===== config.mk =====
export PLATFORM = sky130hd
export DESIGN_NAME = ctlcpu_core
export DESIGN_NICKNAME = d
export VERILOG_FILES = /design/src/rtl/ctlcpu_pkg.sv /design/src/rtl/ctlcpu_alu.sv /design/src/rtl/ctlcpu_regfile.sv /design/src/rtl/ctlcpu_fetch.sv /design/src/rtl/ctlcpu_core.sv
export SDC_FILE = /design/constraint.sdc
export NUM_CORES = 1
export LEC_CHECK = 0
export BUFFER_PORTS_ARGS = -buffer_cell sky130_fd_sc_hd__buf_4
export CAP_MARGIN = 20
export CORE_ASPECT_RATIO = 1.4
export CORE_MARGIN = 1.5
export CORE_UTILIZATION = 55
export CTS_CLUSTER_DIAMETER = 120
export DETAILED_ROUTE_END_ITERATION = 8
export PLACE_DENSITY = 0.75
export SETUP_SLACK_MARGIN = 0.2
export SLEW_MARGIN = 20
export SYNTH_ARGS = -nofsm -noshare
export SYNTH_HDL_FRONTEND = slang
export SYNTH_SLANG_ARGS = --single-unit

===== constraint.sdc =====
create_clock -name clk -period 15.55 [get_ports clk]
set_input_delay 1.555 -clock clk [delete_from_list [all_inputs] [get_ports clk]]
set_output_delay 1.555 -clock clk [all_outputs]
set_load 0.01 [all_outputs]

===== src/rtl/ctlcpu_pkg.sv =====
package ctlcpu_pkg;

  localparam int OPW = 8;
  localparam int RIW = 4;
  localparam int IMW = 16;
  localparam int IW  = OPW + RIW + IMW;

  localparam logic [3:0] FN_ST   = 4'h8;
  localparam logic [3:0] FN_JMP  = 4'h9;
  localparam logic [3:0] FN_SKZ  = 4'hA;
  localparam logic [3:0] FN_SKNZ = 4'hB;
  localparam logic [3:0] FN_HALT = 4'hF;

  typedef enum logic [1:0] {
    SRC_IMM = 2'd0,
    SRC_MEM = 2'd1,
    SRC_ACC = 2'd2,
    SRC_REG = 2'd3
  } bsrc_e;

  typedef struct packed {
    logic           alu;
    logic [2:0]     fn;
    bsrc_e          bsrc;
    logic           st;
    logic           jmp;
    logic           skz;
    logic           sknz;
    logic           halt;
    logic [RIW-1:0] ridx;
    logic [IMW-1:0] imm;
  } dec_t;

  function automatic dec_t decode(input logic [IW-1:0] w);
    dec_t d;
    logic [3:0] grp;
    grp    = w[IW-1 -: 4];
    d.alu  = (grp[3] == 1'b0) && (grp != 4'h7);
    d.fn   = grp[2:0];
    d.bsrc = bsrc_e'(w[IW-OPW +: 2]);
    d.st   = (grp == FN_ST);
    d.jmp  = (grp == FN_JMP);
    d.skz  = (grp == FN_SKZ);
    d.sknz = (grp == FN_SKNZ);
    d.halt = (grp == FN_HALT);
    d.ridx = w[IMW +: RIW];
    d.imm  = w[IMW-1:0];
    return d;
  endfunction

endpackage


===== src/rtl/ctlcpu_alu.sv =====
module ctlcpu_alu #(
  parameter int DW = 16
) (
  input  logic [2:0]    fn,
  input  logic [DW-1:0] a,
  input  logic [DW-1:0] b,
  output logic [DW-1:0] y
);

  logic [2*DW-1:0] prod;

  always_comb begin
    prod = a * b;
    case (fn)
      3'd0:    y = a + b;
      3'd1:    y = a - b;
      3'd2:    y = prod[DW-1:0];
      3'd3:    y = a & b;
      3'd4:    y = a | b;
      3'd5:    y = ~b;
      default: y = b;
    endcase
  end

endmodule


===== src/rtl/ctlcpu_regfile.sv =====
module ctlcpu_regfile #(
  parameter int NREG = 16,
  parameter int DW   = 16
) (
  input  logic                    clk,
  input  logic                    we,
  input  logic [$clog2(NREG)-1:0] waddr,
  input  logic [DW-1:0]           wdata,
  input  logic [$clog2(NREG)-1:0] raddr_a,
  output logic [DW-1:0]           rdata_a,
  input  logic [$clog2(NREG)-1:0] raddr_b,
  output logic [DW-1:0]           rdata_b
);

  localparam int AW = $clog2(NREG);

  logic [DW-1:0] regs [NREG];

  for (genvar i = 0; i < NREG; i++) begin : g_ent
    logic ent_en;
    assign ent_en = we && (waddr == AW'(i));
    always_ff @(posedge clk) begin
      if (ent_en) regs[i] <= wdata;
    end
  end

  assign rdata_a = regs[raddr_a];
  assign rdata_b = regs[raddr_b];

endmodule


===== src/rtl/ctlcpu_fetch.sv =====
module ctlcpu_fetch #(
  parameter int PW = 8
) (
  input  logic          clk,
  input  logic          rst_n,
  input  logic          ex_jmp,
  input  logic [PW-1:0] ex_tgt,
  input  logic          ex_skip,
  input  logic          ex_halt,
  input  logic          stall,
  output logic [PW-1:0] prog_addr,
  output logic          issue,
  output logic          halted
);

  logic [PW-1:0] pc_q, pc_d;
  logic          run_q;
  logic          halt_q, halt_d;

  always_comb begin
    halt_d = halt_q | ex_halt;
    if (!run_q)                        pc_d = '0;
    else if (halt_d || stall)          pc_d = pc_q;
    else if (ex_jmp)                   pc_d = ex_tgt;
    else                               pc_d = pc_q + PW'(1);
    issue = run_q & ~halt_d & ~ex_jmp & ~ex_skip & ~stall;
  end

  always_ff @(posedge clk or negedge rst_n) begin
    if (!rst_n) begin
      run_q  <= 1'b0;
      pc_q   <= '0;
      halt_q <= 1'b0;
    end else begin
      run_q  <= 1'b1;
      pc_q   <= pc_d;
      halt_q <= halt_d;
    end
  end

  assign prog_addr = pc_d;
  assign halted    = halt_q;


  halt_freeze_chk: assert property (@(posedge clk) disable iff (!rst_n)
    halt_q |=> $stable(prog_addr));


  jump_tgt_chk: assert property (@(posedge clk) disable iff (!rst_n)
    (run_q && ex_jmp && !ex_halt && !halt_q) |=> (pc_q == $past(ex_tgt)));


  stall_hold_chk: assert property (@(posedge clk) disable iff (!rst_n)
    (run_q && stall && !halt_q) |=> $stable(pc_q));

endmodule


===== src/rtl/ctlcpu_core.sv =====
module ctlcpu_core
  import ctlcpu_pkg::*;
#(
  parameter int PW   = 8,
  parameter int AW   = 8,
  parameter int NREG = 16
) (
  input  logic          clk,
  input  logic          rst_n,
  output logic [PW-1:0] prog_addr,
  input  logic [27:0]   prog_rdata,
  output logic [AW-1:0] data_addr,
  input  logic [15:0]   data_rdata,
  output logic          data_we,
  output logic [15:0]   data_wdata,
  output logic          halted
);

  localparam int DW = IMW;
  localparam int RW = $clog2(NREG);

  logic [IW-1:0] ex_ir;
  logic          ex_vld;
  logic          issue;
  dec_t          ex_d, nx_d;
  logic [DW-1:0] ra, rb, opb, alu_y, acc_q;
  logic          alu_wr, st_go, jmp_go, halt_go, skip_go, nx_mem, stall;

  always_comb begin
    ex_d    = decode(ex_ir);
    nx_d    = decode(prog_rdata);
    alu_wr  = ex_vld & ex_d.alu;
    st_go   = ex_vld & ex_d.st;
    jmp_go  = ex_vld & ex_d.jmp;
    halt_go = ex_vld & ex_d.halt;
    skip_go = ex_vld & ((ex_d.skz & (ra == '0)) | (ex_d.sknz & (ra != '0)));
    nx_mem  = nx_d.alu & (nx_d.bsrc == SRC_MEM);
    stall   = st_go & nx_mem;
    case (ex_d.bsrc)
      SRC_IMM: opb = ex_d.imm;
      SRC_MEM: opb = data_rdata;
      SRC_ACC: opb = acc_q;
      default: opb = rb;
    endcase
  end

  ctlcpu_fetch #(.PW(PW)) u_fetch (
    .clk       (clk),
    .rst_n     (rst_n),
    .ex_jmp    (jmp_go),
    .ex_tgt    (ex_d.imm[PW-1:0]),
    .ex_skip   (skip_go),
    .ex_halt   (halt_go),
    .stall     (stall),
    .prog_addr (prog_addr),
    .issue     (issue),
    .halted    (halted)
  );

  ctlcpu_regfile #(.NREG(NREG), .DW(DW)) u_rf (
    .clk     (clk),
    .we      (alu_wr),
    .waddr   (ex_d.ridx[RW-1:0]),
    .wdata   (alu_y),
    .raddr_a (ex_d.ridx[RW-1:0]),
    .rdata_a (ra),
    .raddr_b (ex_d.imm[RW-1:0]),
    .rdata_b (rb)
  );

  ctlcpu_alu #(.DW(DW)) u_alu (
    .fn (ex_d.fn),
    .a  (ra),
    .b  (opb),
    .y  (alu_y)
  );

  always_ff @(posedge clk) begin
    ex_ir <= prog_rdata;
  end

  always_ff @(posedge clk or negedge rst_n) begin
    if (!rst_n) begin
      ex_vld <= 1'b0;
      acc_q  <= '0;
    end else begin
      ex_vld <= issue;
      if (alu_wr) acc_q <= alu_y;
    end
  end

  assign data_addr  = st_go ? ex_d.imm[AW-1:0] : nx_d.imm[AW-1:0];
  assign data_we    = st_go;
  assign data_wdata = ra;


  acc_hold_chk: assert property (@(posedge clk) disable iff (!rst_n)
    !alu_wr |=> $stable(acc_q));


  no_store_halted_chk: assert property (@(posedge clk) disable iff (!rst_n)
    halted |-> !data_we);


  skip_bubble_chk: assert property (@(posedge clk) disable iff (!rst_n)
    skip_go |=> !ex_vld);


  st_bubble_chk: assert property (@(posedge clk) disable iff (!rst_n)
    stall |=> !ex_vld);

endmodule


# Word level (Yosys, flattened, before mapping)
# Memory sizes are Yosys's and may differ from the RTL's. A register that Yosys moved wholly into a read port is not among the register bits.
# Index checks and enable logic that the tools add are counted.
dict set report totals {
  ramBits 256
  n_memories 1
  ff_bits 55
  input_bits 46
}
# memory words word_bits rd rd_clocked_by_memory_dff write_ports line_no
set memory_table {}
lappend memory_table {u_rf.regs 16 16 2 2 1 ctlcpu_regfile.sv:17} ;# logic [DW-1:0] regs [NREG];
dict set report op_classes {
  add_sub_neg 3
  mux 83
  mul 1
  n_reduce_logical 39
  bitwise_logic 24
  n_eq_ne 30
}
# cell n
set op_table {}
lappend op_table {{2-to-1 mux 16 bit} 15}
lappend op_table {{OR reduction 16 bit} 15}
lappend op_table {{one-hot mux 16 bit (6 select lines)} 1}
lappend op_table {{2-to-1 mux 4 bit} 15}
lappend op_table {{== test 4 bit (second input constant)} 13}
lappend op_table {{one-hot mux 16 bit (3 select lines)} 1}
lappend op_table {{2-to-1 mux 1 bit} 47}
lappend op_table {{2-to-1 mux 8 bit} 4}
lappend op_table {{logical AND 1 bit} 18}
lappend op_table {{adder 16 bit} 1}
lappend op_table {{bitwise AND 16 bit} 1}
lappend op_table {{== test 4 x 3 -> 1 bit (second input constant)} 4}
lappend op_table {{zero test 16 bit} 1}
lappend op_table {{multiplier 16 x 16 -> 16 bit} 1}
lappend op_table {{inverter 16 bit} 1}
lappend op_table {{bitwise OR 16 bit} 1}
lappend op_table {{nonzero test 16 bit} 1}
lappend op_table {{subtractor 16 bit} 1}
lappend op_table {{bitwise AND 1 bit} 13}
lappend op_table {{adder 8 x 1 -> 8 bit (second input constant)} 1}
lappend op_table {{== test 4 x 2 -> 1 bit (second input constant)} 2}
lappend op_table {{inequality test 4 x 3 -> 1 bit (second input constant)} 2}
lappend op_table {{== test 3 x 2 -> 1 bit (second input constant)} 2}
lappend op_table {{== test 3 bit (second input constant)} 2}
lappend op_table {{10 further kinds} 17}

# Longest topological paths before layout
# Gate-level depths: netlist of the first run.
dict set report logic_depth {
  word_depth 22
  mapped_depth 33
}

# Cells and area by module
# Synthesis of the first run repeated with hierarchy kept, for this count alone.
dict set report unflattened {
  cells_unflattened 1516
  area_unflattened_um2 19861.5
}
# mod area_per_inst_um2 cells_per_inst instances seq_area_each_um2
set by_module_without_submodules {}
lappend by_module_without_submodules {ctlcpu_regfile 11659.9 553 1 7687.4}
lappend by_module_without_submodules {ctlcpu_alu 5804.3 787 1 0.0}
lappend by_module_without_submodules {ctlcpu_core 1759.2 108 1 945.9}
lappend by_module_without_submodules {ctlcpu_fetch 638.1 68 1 250.2}

# Worst setup path before layout of the first run
# Ideal clock, no wire load.
dict set report synth_timing {
  path_kind {input to register}
  from {in data_rdata[2]}
  to {reg acc_q[15]}
  stages 27
  path_buffers 2
  arrival_time_ps 7980
  setup_ps 128
  path_slack_ps 7442
  path_cell_list {mux2_2 o22ai_1 a221oi_1 clkbuf_1 clkbuf_1 and2_1 fa_1 inv_1 fa_1 inv_1 fa_1 fa_1 inv_1 fa_1 fa_1 xnor2_1 xnor2_1 xnor2_1 xnor2_1 xnor2_1 xnor2_1 xor2_1 xnor3_1 xnor2_1 a221oi_1 a31oi_2 mux2_1}
}
dict set report synth_between {
  elab_chain_len 3
  elab_cells_between_ends 5
  classes_between {add/sub (2); mul (1); mux (2)}
}
# item line_no
set synth_lines {}
lappend synth_lines {{start, declared} ctlcpu_core.sv:13} ;# input logic [15:0] data_rdata,
lappend synth_lines {{one-hot mux 16 bit (3 select lines) *} ctlcpu_core.sv:39} ;# case (ex_d.bsrc)
lappend synth_lines {{multiplier 16 x 16 -> 16 bit, or another cell as far along} ctlcpu_alu.sv:13} ;# prod = a * b;
lappend synth_lines {{one-hot mux 16 bit (6 select lines) *} ctlcpu_alu.sv:14} ;# case (fn)
lappend synth_lines {{named net alu_y[15]} ctlcpu_core.sv:26} ;# logic [DW-1:0] ra, rb, opb, alu_y, acc_q;
lappend synth_lines {{end signal, assigned} ctlcpu_core.sv:88} ;# if (alu_wr) acc_q <= alu_y;
lappend synth_lines {{end, declared} ctlcpu_core.sv:26}
# Mark *: on every way through the listed nets, which the timed path passes. The rest lies on a longest branch.
# A chain may end at the register's enable or synchronous reset.

# Final worst setup path of the first run
dict set report layout_timing {
  from {reg ex_ir[1]}
  to {mem u_rf.regs[15][15] (data pin)}
}
dict set report layout_between {
  elab_chain_len 18
  elab_cells_between_ends 20
  classes_between {add/sub (2); mul (1); mux (17)}
}
# item line_no
set layout_lines {}
lappend layout_lines {{start, declared} ctlcpu_core.sv:22} ;# logic [IW-1:0] ex_ir;
lappend layout_lines {{start signal, assigned} ctlcpu_core.sv:79} ;# ex_ir <= prog_rdata;
lappend layout_lines {{one-hot mux 16 bit (3 select lines) *} ctlcpu_core.sv:39}
lappend layout_lines {{multiplier 16 x 16 -> 16 bit, or another cell as far along} ctlcpu_alu.sv:13}
lappend layout_lines {{one-hot mux 16 bit (6 select lines) *} ctlcpu_alu.sv:14}
lappend layout_lines {{named net alu_y[15]} ctlcpu_core.sv:26}
lappend layout_lines {{2-to-1 mux 16 bit (no line) (14 in series)} -}
lappend layout_lines {{2-to-1 mux 16 bit (no line) *} -}
lappend layout_lines {{end, declared} ctlcpu_regfile.sv:17}
# Marks and branches as above.

==> results.sh, run 1 <==
export IMPL_status="completed"
export IMPL_seq_power_share_pct=23.7
export IMPL_ys_ff_latch=309
export IMPL_crit_path_top_delay_cell="and2_1"
export IMPL_path_max_fanout=46
export IMPL_leakagePower_nw=8.37
export IMPL_ys_seq_area_share_pct=45.1
export IMPL_synth_distinct_cells=69
export IMPL_cp_data_arrival_time_ps=9820
export IMPL_area_growth_pct=11.3
export IMPL_tns_ps=0
export IMPL_setup_viol=0
export IMPL_clk_latency_ps=560
export IMPL_antenna_found_initial=0
export IMPL_clock_fmax_ghz=0.104
export IMPL_dpl_hpwl_mm=38.5
export IMPL_clockPowerShare_pct=15.5
export IMPL_htreeDepth=1
export IMPL_ys_top_cells_by_area="edfxtp_1, mux4_2, fa_1, ha_1, dfrtp_1"
export IMPL_rrSetupSlack_ps=5970
export IMPL_cp_required_ps=15790
export IMPL_post_synth_cell_area_avg_um2=13.0
export IMPL_route_vias_total=13600
export IMPL_routed_via_density=6.57
export IMPL_reg2reg_from="ex_ir[1]"
export IMPL_syn_num_nets=1714
export IMPL_finish_utilization_pct=62.5
export IMPL_globalRouteOverflowTotal=0
export IMPL_ir_drop_uv=343
export IMPL_cp_end_kind="flop"
export IMPL_cellPowerDensity_mw_per_mm2=219
export IMPL_max_cap_violations=0
export IMPL_routedWlPerCell_um=26.8
export IMPL_rows=81
export IMPL_start_util_pct=56.2
export IMPL_wirelength_mm=55.2
export IMPL_synth_cells=1519
export IMPL_gp_congestion=0.964
export IMPL_startpoint_type="flop"
export IMPL_ys_flop_type="edfxtp_1"
export IMPL_syn_area_mm2=0.0197
export IMPL_hold_depth=2
export IMPL_grt_first_pass_wirelength_mm=83.0
export IMPL_final_nets=1779
export IMPL_yosysMostFrequentCell="edfxtp_1"
export IMPL_cts_made_buffers=28
export IMPL_ys_top_cells_by_count="edfxtp_1, inv_1, mux4_2, nand2_1, nor2_1"
export IMPL_clk_pin_slew_ps=70
export IMPL_drt_initial_drc_count=1355
export IMPL_grt_max_degree=47
export IMPL_synth_top_area_share_pct=39.0
export IMPL_core_mm2=0.0351
export IMPL_rsz0062_at_grt="false"
export IMPL_clock_sinks=309
export IMPL_p_int_mw=2.80
export IMPL_critical_path_max_stage_delay_ps=710
export IMPL_crit_type="reg2reg"
export IMPL_diodes=0
export IMPL_min_delay_path_class="reg2reg"
export IMPL_worstHoldStart="acc_q[0]"
export IMPL_final_max_slew_viol_count=0
export IMPL_reg2regPathDepth=28
export IMPL_hold_viol_final=0
export IMPL_drtAntennaViolNets=0
export IMPL_slew_headroom_pct=39.8
export IMPL_die_y_um=227
export IMPL_finalClockSkew_ps=15.6
export IMPL_nFillCells=2586
export IMPL_die_w_um=163
export IMPL_root_buffer="clkbuf_16"
export IMPL_cts_tree="done"
export IMPL_r2r_end="u_rf.regs[15][15]"
export IMPL_clockBufferDepth=3
export IMPL_tightest_slew_ps=880
export IMPL_ctsHoldBuffers=0
export IMPL_drt_first_pass_iters=5
export IMPL_port_buffers=77
export IMPL_p_switching_mw=2.00
export IMPL_comb_power_share_pct=60.8
export IMPL_cts_setup_buffers=0
export IMPL_post_route_min_period_ps=9580
export IMPL_cts_resized=0
export IMPL_hold_path_endpoint="acc_q[0]"
export IMPL_yosys_warnings=0
export IMPL_io_pins=80
export IMPL_total_power_mw=4.80
export IMPL_die_area_mm2=0.0370
export IMPL_swShare_pct=41.6
export IMPL_period_share_pct=61.6
export IMPL_yosysTopAreaCell="edfxtp_1"
export IMPL_synth_edff_count=256
export IMPL_first_global_vias=14000
export IMPL_drc=0
export IMPL_drive_gt1_share_pct=23.5
export IMPL_async_flop_share_pct=8.74
export IMPL_grt_usage_pct=30.8
## power by group through the flow
stage / Combinational [mW] / Sequential [mW] / Clock [mW]
after floorplan: 2.18 / 1.14 / 0
after global placement: 2.80 / 1.15 / 0
after detailed placement: 2.86 / 1.16 / 0
after CTS: 2.89 / 1.14 / 0.752
after global routing: 3.25 / 1.14 / 0.778
final: 2.91 / 1.14 / 0.743
## layer usage
layer  vias up  track usage [%]  wire, µm
li1       5720                -         -
met1      6847             36.4     18800
met2       767             52.2     28000
met3       222             4.99      4460
met4         0             20.6      4010
met5         -                0         0
## cell type report
type | count | area (µm²) | area share [%]
Clock inverter | 20 | 250 | 1.14
Timing Repair Buffer | 130 | 980 | 4.47
Sequential cell | 309 | 8900 | 40.6
Tap cell | 456 | 571 | 2.60
Multi-Input combinational cell | 971 | 9940 | 45.3
Inverter | 144 | 541 | 2.47
Clock buffer | 32 | 747 | 3.41
## registers in the layout (all words and copies together), names as in the netlist
| name | cells |
|---|---|
| u_fetch.halted | 1 |
| acc_q | 16 |
| ex_vld | 1 |
| u_rf.regs | 256 |
| u_fetch.run_q | 1 |
| ex_ir | 26 |
| u_fetch.pc_q | 8 |
## stage by stage
step                      instances  setup WS, ps  cell area, µm²  hold WS (ps)
after detailed placement       2007          6180           20900           465
after floorplan                1519          7440           19700           441
after global placement         2005          6290           20900           459
after global routing           2062          5540           21900           497
final                          2062          5970           21900           484
after CTS                      2059          6170           21900           486
## placed cells by master (no fill, tap or decap), drive strengths merged, types with 6 or more instances in the layout
| cell type | n |
|---|---|
| a211oi | 6 |
| a21o | 6 |
| a21oi | 50 |
| a221oi | 8 |
| and2 | 31 |
| and3 | 8 |
| buf | 129 |
| clkbuf | 33 |
| clkinv | 10 |
| dfrtp | 27 |
| dfxtp | 26 |
| edfxtp | 256 |
| fa | 81 |
| ha | 68 |
| inv | 146 |
| mux2 | 26 |
| mux2i | 36 |
| mux4 | 144 |
| nand2 | 139 |
| nand2b | 7 |
| nand3 | 18 |
| nor2 | 94 |
| nor2b | 16 |
| nor3 | 17 |
| o21ai | 48 |
| o22ai | 26 |
| xnor2 | 44 |
| xor2 | 12 |
## worst max-delay path, delay by kind of cell (launching register included)
| family | cells | cell delay [ps] |
|---|---|---|
| multiplexers | 2 | 720 |
| adder cells (fa/ha/maj) | 7 | 2400 |
| AND/OR/NAND/NOR | 2 | 1000 |
| XOR/XNOR | 1 | 180 |
| buffers and inverters | 6 | 1470 |
| flip-flops | 1 | 650 |
| AO/OA/AOI/OAI | 10 | 2800 |
## how the worst max path moves through the flow
stage / from / endpoint / slack (ps)
after CTS: ex_ir[1] / acc_q[12] / 6170
after global placement: ex_ir[1] / acc_q[12] / 6290
after floorplan: data_rdata[2] / acc_q[15] / 7440
after global routing: ex_ir[1] / u_rf.regs[15][15] / 5540
after detailed placement: ex_ir[1] / acc_q[12] / 6180
final: ex_ir[1] / u_rf.regs[15][15] / 5970
## cells by family after synthesis
kind of cell / Yosys count / share of synthesized area [%]
AO/OA/AOI/OAI: 190 / 6.15
XOR/XNOR: 59 / 2.83
adder cells (fa/ha/maj): 149 / 12.6
buffers and inverters: 239 / 4.81
flip-flops: 309 / 45.1
multiplexers: 206 / 19.9
other: 1 / 0.0190
AND/OR/NAND/NOR: 366 / 8.68
No activity file was read; power rests on OpenSTA's default activity.
==> inputs of run 2 (changes only) <==
clock period = 9.7 ns   (was 15.55 ns; I/O delays follow)
==> results.sh, run 2 (synthesized netlist as in run 1, its figures left out) <==
export IMPL_hold_viol_final=0
export IMPL_drtAntennaViolNets=0
export IMPL_final_max_slew_viol_count=0
export IMPL_crit_type="reg2reg"
export IMPL_finalClockSkew_ps=16.5
export IMPL_drt_first_pass_iters=6
export IMPL_ir_drop_uv=457
export IMPL_wirelength_mm=57.2
export IMPL_final_nets=1789
export IMPL_cp_data_arrival_time_ps=9160
export IMPL_status="completed"
export IMPL_max_cap_violations=0
export IMPL_largest_reg_flops=256
export IMPL_drt_initial_drc_count=1644
export IMPL_swShare_pct=41.8
export IMPL_largest_register="u_rf.regs"
export IMPL_gp_congestion=0.939
export IMPL_root_buffer="clkbuf_16"
export IMPL_cts_setup_buffers=0
export IMPL_slew_headroom_pct=15.5
export IMPL_rsz0062_at_grt="false"
export IMPL_p_int_mw=4.52
export IMPL_antenna_found_initial=0
export IMPL_nFillCells=2622
export IMPL_largestRegisters="u_rf.regs x256, ex_ir x26, acc_q x16"
export IMPL_cts_tree="done"
export IMPL_grt_max_degree=48
export IMPL_die_area_mm2=0.0370
export IMPL_core_mm2=0.0351
export IMPL_clock_fmax_ghz=0.112
export IMPL_grt_first_pass_wirelength_mm=85.5
export IMPL_drc=0
export IMPL_routedWlPerCell_um=27.6
export IMPL_tightest_slew_ps=1260
export IMPL_clk_latency_ps=570
export IMPL_route_vias_total=13800
export IMPL_tns_ps=0
export IMPL_p_switching_mw=3.25
export IMPL_port_buffers=77
export IMPL_place_inst=2019
export IMPL_htreeDepth=1
export IMPL_die_w_um=163
export IMPL_cp_end_kind="flop"
export IMPL_globalRouteOverflowTotal=0
export IMPL_final_common_cell="edfxtp_1"
export IMPL_rows=81
export IMPL_comb_power_share_pct=60.9
export IMPL_crit_path_cell_trace="buf_4, mux4_2, mux4_2, nand2_1, fa_1, fa_1, inv_1, fa_1, fa_1, inv_1, fa_1, fa_1, xnor2_1, xnor2_1, xnor2_1, xnor2_1, xnor2_1, xnor2_1, xor2_1, xnor3_1, xnor2_1, a221oi_1, a31oi_2"
export IMPL_min_delay_path_class="in2async"
export IMPL_cts_made_buffers=28
export IMPL_path_max_fanout=47
export IMPL_routed_via_density=6.67
export IMPL_postPlaceCellArea_mm2=0.0210
export IMPL_setup_viol=0
export IMPL_post_route_min_period_ps=8910
export IMPL_start_util_pct=56.2
export IMPL_dpl_hpwl_mm=40.3
export IMPL_cellPowerDensity_mw_per_mm2=353
export IMPL_seq_power_share_pct=23.6
export IMPL_first_global_vias=14200
export IMPL_leakagePower_nw=8.42
export IMPL_area_growth_pct=11.7
export IMPL_critical_path_max_stage_delay_ps=980
export IMPL_io_pins=80
export IMPL_crit_path_top_delay_cell="dfxtp_4"
export IMPL_diodes=0
export IMPL_clock_sinks=309
export IMPL_startpoint_type="flop"
export IMPL_crit_top_cell="xnor2_1"
export IMPL_grt_usage_pct=32.0
export IMPL_period_share_pct=91.9
export IMPL_finalNonFillerCells=2072
export IMPL_layout_common_cells="edfxtp_1, mux4_2, inv_1"
export IMPL_drive_gt1_share_pct=23.7
export IMPL_die_y_um=227
export IMPL_fin_area_mm2=0.0220
export IMPL_cp_required_ps=9940
export IMPL_clk_pin_slew_ps=70
export IMPL_ctsHoldBuffers=0
export IMPL_clockBufferDepth=3
export IMPL_cts_resized=0
export IMPL_clockPowerShare_pct=15.6
## run 2: cell count changes in the layout (fill, tap and decap cells not counted), moves of 2 or more
cell       delta
clkinv_4      -2
inv_6         -2
clkinv_1      +6
inv_8         -3
bufinv_16     +2
buf_4        +11
clkbuf_1      -2
## run 2: layout make-up
type	instances	area [µm²]	share of cell area [%]
Timing Repair Buffer	140	1050	4.77
Clock inverter	23	285	1.30
Multi-Input combinational cell	971	9930	45.1
Tap cell	456	571	2.59
Inverter	144	541	2.46
Sequential cell	309	8900	40.4
Clock buffer	29	726	3.30
## run 2: path summary, 6_finish.rpt
path,start,endpoint,slack [ps],cells after the start
max,ex_ir[16],u_rf.regs[10][15],790,23
min,rst_n,u_fetch.pc_q[1],330,1
max reg2reg,ex_ir[16],u_rf.regs[10][15],790,23
min reg2reg,acc_q[7],acc_q[7],490,2
max in group asynchronous,rst_n,acc_q[9],9050,1
min in group clk,acc_q[7],acc_q[7],490,2
## run 2: through the flow
stage / hold WS (ps) / setup slack [ps] / total power, mW / utilization, %
floorplan: 441 / 1960 / 5.32 / -
global placement: 457 / 1080 / 6.37 / 59.8
detailed placement: 469 / 857 / 6.53 / 59.8
CTS: 324 / 815 / 7.76 / 62.7
global route: 344 / 225 / 8.40 / 62.7
finish: 331 / 788 / 7.77 / 62.7
## run 2: worst max-delay path: cells and delay by family, from the launching register on
| family | cells | cell delay (ps) |
|---|---|---|
| AOI/OAI and AO/OA | 2 | 830 |
| xor gates and xnor gates | 9 | 1790 |
| buffers and inverters | 3 | 510 |
| and+or+nand+nor | 1 | 390 |
| DFF | 1 | 980 |
| muxes | 2 | 1240 |
| adders and majority gates | 6 | 2830 |
## run 2: routing by layer
metal	routed length, µm	global-route usage, %
met5	0	0
met4	4380	21.4
met3	4990	4.96
met2	29000	54.5
met1	18800	37.5
## run 2: power groups by stage
| stage | combinational (mW) | sequential (mW) | clock [mW] |
|---|---|---|---|
| 2_1_floorplan | 3.49 | 1.83 | 0 |
| 5_1_grt | 5.29 | 1.84 | 1.27 |
| 4_1_cts | 4.71 | 1.83 | 1.22 |
| 3_3_place_gp | 4.51 | 1.85 | 0 |
| 6_report | 4.73 | 1.83 | 1.21 |
| 3_5_place_dp | 4.67 | 1.86 | 0 |
==> inputs of run 3 (changes only) <==
BUFFER_PORTS_ARGS = unset   (was -buffer_cell sky130_fd_sc_hd__buf_4)
DONT_BUFFER_PORTS = 1   (was unset)
PLACE_DENSITY = 0.73   (was 0.75)
==> results.sh, run 3 (synthesized netlist as in run 1, its figures left out) <==
export IMPL_p_int_mw=4.43
export IMPL_leakagePower_nw=8.00
export IMPL_post_route_min_period_ps=8820
export IMPL_clock_sinks=309
export IMPL_drt_initial_drc_count=1450
export IMPL_routedWlPerCell_um=28.4
export IMPL_wirelength_mm=56.6
export IMPL_cts_resized=0
export IMPL_final_common_cell="edfxtp_1"
export IMPL_largest_register="u_rf.regs"
export IMPL_clk_latency_ps=550
export IMPL_clock_fmax_ghz=0.113
export IMPL_hold_ws_ps=109
export IMPL_nFillCells=2683
export IMPL_ctsHoldBuffers=0
export IMPL_drtAntennaViolNets=0
export IMPL_drive_gt1_share_pct=19.6
export IMPL_io_pins=80
export IMPL_hold_viol_final=0
export IMPL_largest_reg_flops=256
export IMPL_core_mm2=0.0351
export IMPL_htreeDepth=1
export IMPL_clk_pin_slew_ps=70
export IMPL_seq_power_share_pct=23.6
export IMPL_die_y_um=227
export IMPL_cts_made_buffers=28
export IMPL_grt_usage_pct=31.5
export IMPL_max_cap_violations=0
export IMPL_route_vias_total=13300
export IMPL_drc=0
export IMPL_r2r_end="u_rf.regs[13][15]"
export IMPL_dpl_hpwl_mm=39.3
export IMPL_antenna_found_initial=3
export IMPL_cellPowerDensity_mw_per_mm2=363
export IMPL_cts_tree="done"
export IMPL_comb_power_share_pct=61.6
export IMPL_startpoint_type="flop"
export IMPL_clockBufferDepth=3
export IMPL_cp_data_arrival_time_ps=9040
export IMPL_area_growth_pct=8.50
export IMPL_reg2reg_from="ex_ir[16]"
export IMPL_clockPowerShare_pct=14.8
export IMPL_path_max_fanout=47
export IMPL_routed_via_density=6.69
export IMPL_tightest_slew_ps=1130
export IMPL_globalRouteOverflowTotal=0
export IMPL_first_global_vias=13900
export IMPL_drt_first_pass_iters=5
export IMPL_p_switching_mw=3.34
export IMPL_grt_max_degree=55
export IMPL_finish_utilization_pct=60.9
export IMPL_tns_ps=0
export IMPL_grt_first_pass_wirelength_mm=84.6
export IMPL_cts_setup_buffers=0
export IMPL_finalClockSkew_ps=17.7
export IMPL_gp_congestion=0.983
export IMPL_start_util_pct=56.2
export IMPL_final_max_slew_viol_count=0
export IMPL_cp_end_kind="flop"
export IMPL_rrSetupSlack_ps=880
export IMPL_die_area_mm2=0.0370
export IMPL_layout_common_cells="edfxtp_1, mux4_2, inv_1"
export IMPL_port_buffers=0
export IMPL_reg2regPathDepth=24
export IMPL_largestRegisters="u_rf.regs x256, ex_ir x26, acc_q x16"
export IMPL_rows=81
export IMPL_root_buffer="clkbuf_16"
export IMPL_ir_drop_uv=705
export IMPL_rsz0062_at_grt="false"
export IMPL_cp_required_ps=9930
export IMPL_period_share_pct=90.9
export IMPL_total_power_mw=7.76
export IMPL_die_w_um=163
export IMPL_swShare_pct=43.0
export IMPL_slew_headroom_pct=24.3
export IMPL_setup_viol=0
export IMPL_status="completed"
export IMPL_final_nets=1707
export IMPL_crit_type="reg2reg"
export IMPL_place_ws_ps=905
export IMPL_fin_ws_ps=885
export IMPL_min_delay_path_class="in2async"
-- run 3: how the worst max path moves through the flow --
| stage | start | to | slack, ps | cells past startpoint |
|---|---|---|---|---|
| 4_1_cts | ex_ir[16] | u_rf.regs[13][15] | 880 | 24 |
| 3_5_place_dp | ex_ir[16] | u_rf.regs[14][15] | 910 | 24 |
| 3_3_place_gp | ex_ir[16] | u_rf.regs[4][15] | 1060 | 24 |
| 5_1_grt | ex_ir[16] | u_rf.regs[10][15] | 440 | 25 |
| 2_1_floorplan | ex_ir[17] | acc_q[15] | 1960 | 28 |
| 6_report | ex_ir[16] | u_rf.regs[13][15] | 880 | 24 |
-- run 3: critical path, stage by stage, from the launching register on --
cell      delay, ps
dfxtp_4         970
buf_4           300
mux4_2          520
mux4_2          690
and2_1          230
fa_1            480
inv_1            60
fa_1            530
inv_1            50
fa_1            490
fa_1            550
inv_1            50
fa_1            460
fa_1            420
xnor2_1         210
xnor2_1         160
xnor2_1         150
xnor2_1         180
xnor2_1         170
xnor2_1         160
xor2_1          210
xnor3_1         350
xnor2_1         190
a221oi_1        120
a31oi_2         710
-- run 3: area by class of cell --
cell class	instances	area, µm²	share of cell area, %
multi-input cells	971	9940	46.5
flip-flops and latches	309	8900	41.7
clock buffers	38	769	3.60
well taps	456	571	2.67
inverters	144	541	2.53
repair buffers	58	460	2.15
clock inverters	14	183	0.855
diodes	4	10.0	0.0468
-- run 3: metrics by stage --
step	cells	cell area, µm²
after floorplan	1519	19700
after global placement	1937	20400
after detailed placement	1938	20400
after CTS	1990	21400
after global routing	1992	21400
final	1994	21400
-- run 3: metal layers --
| layer | vias up | routed length [µm] | global-route usage, % |
|---|---|---|---|
| met5 | - | 0 | 0 |
| met2 | 783 | 28700 | 54.2 |
| met1 | 6769 | 19100 | 36.8 |
| li1 | 5577 | - | - |
| met3 | 215 | 4810 | 5.18 |
| met4 | 0 | 4010 | 20.0 |
-- run 3: power groups by stage --
stage               Sequential, mW  Combinational, mW  Clock (mW)
finish                        1.83               4.78        1.15
global route                  1.84               5.33        1.20
CTS                           1.83               4.76        1.16
detailed placement            1.86               4.73           0
global placement              1.86               4.64           0
floorplan                     1.83               3.49           0
